===== config.mk =====
export PLATFORM = sky130hd
export DESIGN_NAME = part_xlate
export DESIGN_NICKNAME = d
export VERILOG_FILES = /design/src/rtl/part_xlate_pkg.sv /design/src/rtl/part_xlate_cfg.sv /design/src/rtl/part_xlate_dec.sv /design/src/rtl/part_xlate_out.sv /design/src/rtl/part_xlate.sv
export SDC_FILE = /design/constraint.sdc
export NUM_CORES = 1
export LEC_CHECK = 0
export BUFFER_PORTS_ARGS = -buffer_cell sky130_fd_sc_hd__buf_4
export CORE_MARGIN = 2
export CORE_UTILIZATION = 45
export DETAILED_ROUTE_END_ITERATION = 16
export GPL_ROUTABILITY_DRIVEN = 0
export PLACE_DENSITY = 0.66
export SYNTH_ARGS = -nofsm -noshare
export SYNTH_HDL_FRONTEND = slang
export SYNTH_SLANG_ARGS = --single-unit

===== constraint.sdc =====
create_clock -name clk_i -period 17.5 [get_ports clk_i]
set_clock_uncertainty 0.2 [all_clocks]
set_input_delay 0 -clock clk_i [delete_from_list [all_inputs] [get_ports clk_i]]
set_output_delay 0 -clock clk_i [all_outputs]
set_load 0.01 [all_outputs]

===== src/rtl/part_xlate_pkg.sv =====
package part_xlate_pkg;
  localparam int unsigned NUM_WIN = 4;
  localparam int unsigned WIN_W   = 2;
  localparam int unsigned REG_WIN = 1;
  localparam int unsigned CFG_AW  = 3;

  typedef enum logic {
    FLD_START = 1'b0,
    FLD_SIZE  = 1'b1
  } cfg_fld_e;
endpackage


===== src/rtl/part_xlate_cfg.sv =====
module part_xlate_cfg
  import part_xlate_pkg::*;
#(
  parameter int unsigned ADDR_W = 32
) (
  input  logic                                 clk_i,
  input  logic                                 rst_ni,
  input  logic                                 we_i,
  input  logic [CFG_AW-1:0]                    addr_i,
  input  logic [ADDR_W-1:0]                    wdata_i,
  output logic [NUM_WIN-1:0][ADDR_W-1:0]       start_o,
  output logic [NUM_WIN-2:0][ADDR_W-1:0]       size_o
);
  logic [WIN_W-1:0] wsel;
  cfg_fld_e         fld;

  assign wsel = addr_i[CFG_AW-1:1];
  assign fld  = cfg_fld_e'(addr_i[0]);

  for (genvar k = 0; k < NUM_WIN; k++) begin : g_win
    always_ff @(posedge clk_i or negedge rst_ni) begin
      if (!rst_ni) start_o[k] <= '0;
      else if (we_i && fld == FLD_START && wsel == WIN_W'(k)) start_o[k] <= wdata_i;
    end
    // open-ended last window keeps no size
    if (k < NUM_WIN - 1) begin : g_size
      always_ff @(posedge clk_i or negedge rst_ni) begin
        if (!rst_ni) size_o[k] <= '0;
        else if (we_i && fld == FLD_SIZE && wsel == WIN_W'(k)) size_o[k] <= wdata_i;
      end
    end
  end
endmodule


===== src/rtl/part_xlate_dec.sv =====
module part_xlate_dec
  import part_xlate_pkg::*;
#(
  parameter int unsigned ADDR_W     = 32,
  parameter int unsigned VIRT_LIMIT = 32'h0100_0000
) (
  input  logic [ADDR_W-1:0]              vaddr_i,
  input  logic [NUM_WIN-1:0][ADDR_W-1:0] start_i,
  input  logic [NUM_WIN-2:0][ADDR_W-1:0] size_i,
  output logic                           hit_o,
  output logic [WIN_W-1:0]               win_o,
  output logic                           is_reg_o,
  output logic [ADDR_W-1:0]              paddr_o
);
  // two guard bits hold the sum of three sizes without wrap
  localparam int unsigned EXT_W = ADDR_W + 2;
  localparam logic [EXT_W-1:0] LIMIT_X = EXT_W'(VIRT_LIMIT);

  logic [EXT_W-1:0]              va_x;
  logic [NUM_WIN-1:0][EXT_W-1:0] base;
  logic [NUM_WIN-1:0][EXT_W-1:0] off;
  logic [NUM_WIN-1:0]            in_rng;
  logic                          in_space;
  logic [WIN_W-1:0]              sel;
  logic [EXT_W-1:0]              sel_off;

  assign va_x     = EXT_W'(vaddr_i);
  assign in_space = va_x < LIMIT_X;
  assign base[0]  = '0;

  for (genvar k = 0; k < NUM_WIN; k++) begin : g_win
    if (k > 0) begin : g_base
      assign base[k] = base[k-1] + EXT_W'(size_i[k-1]);
    end
    assign off[k] = va_x - base[k];
    if (k < NUM_WIN - 1) begin : g_bounded
      assign in_rng[k] = in_space && (va_x >= base[k]) && (off[k] < EXT_W'(size_i[k]));
    end else begin : g_open
      assign in_rng[k] = in_space && (va_x >= base[k]);
    end
  end

  always_comb begin
    sel = '0;
    for (int k = NUM_WIN - 1; k >= 0; k--) begin
      if (in_rng[k]) sel = WIN_W'(k);
    end
  end

  assign sel_off  = off[sel];
  assign hit_o    = |in_rng;
  assign win_o    = hit_o ? sel : '0;
  assign is_reg_o = hit_o && (sel == WIN_W'(REG_WIN));
  assign paddr_o  = hit_o ? ADDR_W'(EXT_W'(start_i[sel]) + sel_off) : '0;
endmodule


===== src/rtl/part_xlate_out.sv =====
module part_xlate_out
  import part_xlate_pkg::*;
#(
  parameter int unsigned ADDR_W = 32
) (
  input  logic              clk_i,
  input  logic              rst_ni,
  input  logic              valid_i,
  input  logic              hit_i,
  input  logic [WIN_W-1:0]  win_i,
  input  logic              is_reg_i,
  input  logic [ADDR_W-1:0] paddr_i,
  output logic              valid_o,
  output logic              miss_o,
  output logic [WIN_W-1:0]  win_o,
  output logic              is_reg_o,
  output logic [ADDR_W-1:0] paddr_o
);
  always_ff @(posedge clk_i or negedge rst_ni) begin
    if (!rst_ni) begin
      valid_o  <= 1'b0;
      miss_o   <= 1'b0;
      win_o    <= '0;
      is_reg_o <= 1'b0;
      paddr_o  <= '0;
    end else begin
      valid_o  <= valid_i;
      miss_o   <= valid_i && !hit_i;
      win_o    <= valid_i ? win_i : '0;
      is_reg_o <= valid_i && is_reg_i;
      paddr_o  <= valid_i ? paddr_i : '0;
    end
  end
endmodule


===== src/rtl/part_xlate.sv =====
module part_xlate
  import part_xlate_pkg::*;
#(
  parameter int unsigned ADDR_W     = 32,
  parameter int unsigned VIRT_LIMIT = 32'h0100_0000
) (
  input  logic              clk_i,
  input  logic              rst_ni,
  input  logic              cfg_we_i,
  input  logic [2:0]        cfg_addr_i,
  input  logic [ADDR_W-1:0] cfg_wdata_i,
  input  logic              req_valid_i,
  input  logic [ADDR_W-1:0] req_vaddr_i,
  output logic              rsp_valid_o,
  output logic [ADDR_W-1:0] rsp_paddr_o,
  output logic [1:0]        rsp_win_o,
  output logic              rsp_is_reg_o,
  output logic              rsp_miss_o
);
  logic [NUM_WIN-1:0][ADDR_W-1:0] start_q;
  logic [NUM_WIN-2:0][ADDR_W-1:0] size_q;
  logic                           d_hit;
  logic [WIN_W-1:0]               d_win;
  logic                           d_is_reg;
  logic [ADDR_W-1:0]              d_paddr;

  part_xlate_cfg #(.ADDR_W(ADDR_W)) i_cfg (
    .clk_i   (clk_i),
    .rst_ni  (rst_ni),
    .we_i    (cfg_we_i),
    .addr_i  (cfg_addr_i),
    .wdata_i (cfg_wdata_i),
    .start_o (start_q),
    .size_o  (size_q)
  );

  part_xlate_dec #(.ADDR_W(ADDR_W), .VIRT_LIMIT(VIRT_LIMIT)) i_dec (
    .vaddr_i  (req_vaddr_i),
    .start_i  (start_q),
    .size_i   (size_q),
    .hit_o    (d_hit),
    .win_o    (d_win),
    .is_reg_o (d_is_reg),
    .paddr_o  (d_paddr)
  );

  part_xlate_out #(.ADDR_W(ADDR_W)) i_out (
    .clk_i    (clk_i),
    .rst_ni   (rst_ni),
    .valid_i  (req_valid_i),
    .hit_i    (d_hit),
    .win_i    (d_win),
    .is_reg_i (d_is_reg),
    .paddr_i  (d_paddr),
    .valid_o  (rsp_valid_o),
    .miss_o   (rsp_miss_o),
    .win_o    (rsp_win_o),
    .is_reg_o (rsp_is_reg_o),
    .paddr_o  (rsp_paddr_o)
  );
endmodule


After elaboration in Yosys (flattened, before gate mapping) --
Index checks and enable logic that the tools add are counted.
Storage, ports and cells: bits in registers 261
Operators by class: equality and inequality tests 4, muxes and demuxes 12, bitwise operators 1, reduce and logical (&&, ||, !) cells 22, add/subtract/negate cells 6, order comparisons 9
Operator list (count):
- 2-to-1 mux 32 bit | 4
- binary-select mux 34 bit (select 2 bit) | 1
- greater-or-equal comparator 32 x 34 -> 1 bit | 2
- less-than comparator 34 x 32 -> 1 bit | 2
- subtractor 32 x 34 -> 34 bit | 2
- binary-select mux 32 bit (select 2 bit) | 1
- adder 34 x 32 -> 34 bit | 1
- adder 32 x 32 -> 33 bit | 1
- subtractor 32 x 32 -> 33 bit | 1
- adder 32 bit | 1
- greater-or-equal comparator 32 x 1 -> 1 bit, second input constant | 1
- greater-or-equal comparator 32 bit | 1
- less-than comparator 32 x 25 -> 1 bit, second input constant | 1
- less-than comparator 32 bit | 1
- logical AND 1 bit | 19
- 2-to-1 mux 2 bit | 6
- == test 2 x 1 -> 1 bit, second input constant | 2
- == test 2 bit, second input constant | 2
- OR reduction 4 bit | 1
- less-than comparator 2 x 3 -> 1 bit, second input constant | 1
- zero test 2 bit | 1
- zero test 1 bit | 1
- NOT 1 bit | 1

Logic depth before layout (Yosys ltp) --
depth after elaboration 13, mapped depth 53, depth with buffers taken out 52

Modules after synthesis --
From an unflattened synthesis, not the netlist that was laid out.
Unflattened totals: cells, all modules 2389, area, all modules 22856.9 um2
By module, submodules not included:
- part_xlate_dec | area an instance 13300.3 um2, cells each 1830, times used 1, seq. area each 0.0 um2
- part_xlate_cfg | area an instance 8390.5 um2, cells each 483, times used 1, seq. area each 5605.4 um2
- part_xlate_out | area an instance 1166.1 um2, cells each 76, times used 1, seq. area each 925.9 um2

Worst setup path before layout --
Ideal clock, no wire load.
path kind reg-to-reg, from register i_cfg.size_o[5] (netlist name), to register i_out.paddr_o[28], data required time 17.167 ns, cell stages (with the launch flop) 50, library setup time 0.133 ns, slack 7.790 ns, arrival 9.378 ns, cell sequence dfrtp_1 -> ha_1 -> a21o_1 -> nor3_1 -> a211oi_1 -> a311oi_2 -> o21bai_1 -> a21o_1 -> a21o_1 -> a21o_1 -> a21o_1 -> xor2_1 -> ha_1 -> nand2_1 -> nor3_1 -> nand2_1 -> o2111a_1 -> a21o_1 -> [... 14 more ...] -> a21oi_2 -> buf_2 -> mux2_2 -> nand2_1 -> o21ai_0 -> ha_1 -> nor2b_1 -> o21ai_0 -> nand2b_1 -> a2111o_1 -> a21boi_0 -> o31ai_1 -> a21oi_1 -> o21ai_0 -> a211oi_1 -> o21bai_1 -> xor2_1 -> nor2b_1
On the way: longest elaborated chain between the ends 13, elaborated cells between the ends (all ways) 29
Ends and longest elaborated chain:
- from (decl) | line part_xlate_cfg.sv:12 | output logic [NUM_WIN-2:0][ADDR_W-1:0] size_o
- from (signal, indexed assignment) | line part_xlate_cfg.sv:29 | else if (we_i && fld == FLD_SIZE && wsel == WIN_W'(k)) size_o[k] <= wdata_i;
- adder 32 x 32 -> 33 bit | line part_xlate_dec.sv:33 | assign base[k] = base[k-1] + EXT_W'(size_i[k-1]);
- adder 34 x 32 -> 34 bit | line part_xlate_dec.sv:33
- greater-or-equal comparator 32 x 34 -> 1 bit | line part_xlate_dec.sv:39 | assign in_rng[k] = in_space && (va_x >= base[k]);
- logical AND 1 bit | line part_xlate_dec.sv:39
- 2-to-1 mux 2 bit (4 in a row) | line part_xlate_dec.sv:46 | if (in_rng[k]) sel = WIN_W'(k);
- binary-select mux 32 bit (select 2 bit) / binary-select mux 34 bit (select 2 bit) (equally long branches) | line part_xlate_dec.sv:54, part_xlate_dec.sv:50
- 2-to-1 mux 32 bit (on tied branches) | line part_xlate_dec.sv:54, part_xlate_dec.sv:50
- adder 32 bit | line part_xlate_dec.sv:54 | assign paddr_o = hit_o ? ADDR_W'(EXT_W'(start_i[sel]) + sel_off) : '0;
- 2-to-1 mux 32 bit * | line part_xlate_dec.sv:54
- 2-to-1 mux 32 bit * | line part_xlate_out.sv:31 | paddr_o <= valid_i ? paddr_i : '0;
- to (signal assigned) | line part_xlate_out.sv:31
- to (decl) | line part_xlate_out.sv:17 | output logic [ADDR_W-1:0] paddr_o
Every way passes the cells marked *; elsewhere a longest branch is shown, timed or not. The select of a mux whose other input is x is not followed. A chain may end at the register's enable or synchronous reset.

Final worst setup path --
from register i_cfg.size_o[33] (netlist name), to register i_out.paddr_o[31]
The elaborated chain is that of the path after synthesis.

==> impl_metrics.ini <==
[cts]
cts_inserted_buffers = 30
htreeDepth = 1
hold_buffers = 52
root_buffer = clkbuf_16
cts_sinks = 261
clk_pin_slew_ns = 0.07
post-cts-setup-buffers = 0
cts_resized = 0
cts_tree = yes
cts_max_path_buffers = 3
worstSkewPairLatency_ns = 0.58

[power]
p_total_uw = 5430
clockPowerShare_pct = 13.0
power.share.switching_pct = 49.8
p_leak_uw = 0.0120
power.density_mw_per_mm2 = 214
sequentialPowerShare_pct = 14.6
p_sw_uw = 2710
power_frac_comb_pct = 72.4
internal-power_uw = 2730
peakVddDrop_uv = 108

[synthesis]
synth.most_common_cell = dfrtp_1
synth_top_area_share_pct = 29.3
yosys_warnings = 0
synth_top_area_cell = dfrtp_1
avgSynthCellArea_um2 = 9.04
postSynthCellCount = 2463
synth_flop_cell = dfrtp_1
synth_area_mm2 = 0.0223
yosys_register_bits = 261
synth.net_count = 2793
synth_edf_count = 0
yosys-top-cells-area = dfrtp_1, ha_1, mux2_2
ys_seq_area_share_pct = 29.3
synthArstFlopShare_pct = 100
synth_cell_types = 88
yosys-top-cells-count = dfrtp_1, nand2_1, ha_1

[worst_hold_path]
min_path_cells = 6
hold_path_class = in2reg
worstHoldStart = cfg_addr_i[0]
hold_path_end = i_cfg.size_o[18]

[floorplan]
die_height_um = 226
fp.dieArea_mm2 = 0.0513
io_pins = 108
die_w_um = 226
initial_core_util_pct = 45.6
coreArea_mm2 = 0.0488
core.rowCount = 81

[detailed_routing]
avgRoutedWirePerCell_um = 21.4
drc = 0
vias = 19600
via_per_inst = 5.97
dr.pass1.iters = 5
drt_iter0_markers = 1286
ant_nets = 0
routed_wl_mm = 70.4

[global_route]
grt_pass1_vias = 19700
track_usage_pct = 27.4
grt_pass1_wl_mm = 109
antenna_found_initial = 1
gr-total-overflow = 0
grt_max_degree = 117

[layout]
design_area_mm2 = 0.0254
drive_gt1_share_pct = 16.2
area_growth_syn_to_layout_pct = 14.1
fin_nets = 2931
num-fill-cells = 4501

[place]
dp_hpwl_mm = 53.4
placement.cell_area_mm2 = 0.0238
portBuffers = 107

[timing]
setup_viol = 0
timing.setup.tns_ns = 0
fmax_mhz = 80.4
worstMarginPinSlew_ns = 1.04
rsz0062_at_grt = false
hold_viol = 0
fin_crit_ns = 12.44
drv_slew = 0
slew_headroom_pct = 30.5
fin_crit_sh_pct = 71.1

[setup_path]
cpPeakStageDelay_ns = 0.69
cp_max_fo = 36
worst_path_max_delay_cell = a221oi_1
critical_path_arrival_ns = 12.75
path_common_cell = a21oi_1
critPathLaunchType = flip-flop
crit_path_end_kind = flip-flop
cp.required_ns = 17.81
r2r-start = i_cfg.size_o[33]
r2r_slack_ns = 5.06
crit_type = reg2reg
reg2reg_to = i_out.paddr_o[31]
reg2regPathDepth = 45

[status]
status = finished clean

[run]
max_cap_viol_count = 0
==> sequential cells by signal, indices dropped and copies added (netlist names) <==
register,count
i_out.paddr_o,32
i_out.miss_o,1
i_out.valid_o,1
i_cfg.start_o,128
i_cfg.size_o,96
i_out.win_o,2
i_out.is_reg_o,1
==> cell usage in the layout (no fill, tap or decap), types with 17 or more instances in the layout <==
| master | n |
|---|---|
| dfrtp_1 | 261 |
| nand2_1 | 258 |
| ha_1 | 253 |
| mux2_2 | 195 |
| a21oi_1 | 192 |
| inv_1 | 174 |
| o21ai_0 | 127 |
| nor2_1 | 126 |
| buf_4 | 121 |
| a21o_1 | 103 |
| xnor2_1 | 93 |
| xor2_1 | 65 |
| and3_1 | 53 |
| dlygate4sd3_1 | 51 |
| a31oi_1 | 44 |
| nand2b_1 | 41 |
| nand3_1 | 40 |
| clkbuf_16 | 31 |
| a211oi_1 | 30 |
| o21a_1 | 29 |
| nor2b_1 | 26 |
| nor3_1 | 26 |
| nand4_1 | 25 |
| o21bai_1 | 21 |
| mux4_2 | 17 |
==> metal layers <==
layer	up-vias	share of wire [%]	wire length, µm	GRT usage [%]
met5	-	0	0	0
met1	9553	45	31400	38.7
met2	766	43	30500	42.4
met4	0	3.6	2550	10.4
li1	9192	-	-	-
met3	133	8.5	5970	4.07
==> layout make-up <==
class,instances,area [µm²],share of cell area [%]
Multi-Input combinational cell,1959,14800,58.3
Sequential cell,261,6530,25.7
Tap cell,664,831,3.27
Antenna cell,1,2.50,0.00985
Inverter,175,657,2.59
Clock inverter,25,327,1.29
Timing Repair Buffer,174,1460,5.75
Clock buffer,31,776,3.05
==> metrics by stage <==
stage / worst slack [ns] / hold slack (ns) / std cells / util [%]
floorplan: 7.79 / -0.496 / 2463 / -
global placement: 5.52 / -0.0655 / 3181 / 48.6
detailed placement: 5.25 / -0.0570 / 3181 / 48.6
CTS: 5.18 / 0.00126 / 3289 / 52.0
global route: 4.29 / 0.0692 / 3289 / 52.0
finish: 5.06 / 0.0240 / 3290 / 52.0
==> how the worst max path moves through the flow <==
stage / start / to / slack (ns) / cells past startpoint
detailed placement: i_cfg.size_o[33] / i_out.paddr_o[30] / 5.25 / 48
finish: i_cfg.size_o[33] / i_out.paddr_o[31] / 5.06 / 45
global placement: i_cfg.size_o[1] / i_out.paddr_o[31] / 5.52 / 45
CTS: i_cfg.size_o[33] / i_out.paddr_o[31] / 5.18 / 45
global route: i_cfg.size_o[1] / i_out.paddr_o[30] / 4.29 / 50
floorplan: i_cfg.size_o[5] / i_out.paddr_o[28] / 7.79 / 49
==> power by group through the flow <==
stage	sequential (µW)	combinational [µW]	clock (µW)
6_report	793	3940	706
4_1_cts	791	3820	717
2_1_floorplan	776	2810	0
5_1_grt	807	4290	740
3_5_place_dp	802	3770	0
3_3_place_gp	795	3690	0
==> kinds of logic after synthesis <==
family / Yosys count / synth area share (%)
buf+inv: 243 / 4.26
simple gates: 657 / 14.0
mux: 216 / 11.8
flops: 261 / 29.3
compound gates: 668 / 19.6
fa+ha+maj: 259 / 14.8
xor+xnor: 159 / 6.32
==> worst max-delay path: cells and delay by family (launching register included) <==
kind,cells,cell delay (ns)
AND/OR/NAND/NOR,8,1.76
flip-flops,1,0.40
XOR/XNOR,3,0.56
buffers and inverters,2,0.64
AO/OA/AOI/OAI,27,6.79
multiplexers,1,0.62
adder cells (fa/ha/maj),4,1.33
(Power assumes the default switching activity.)
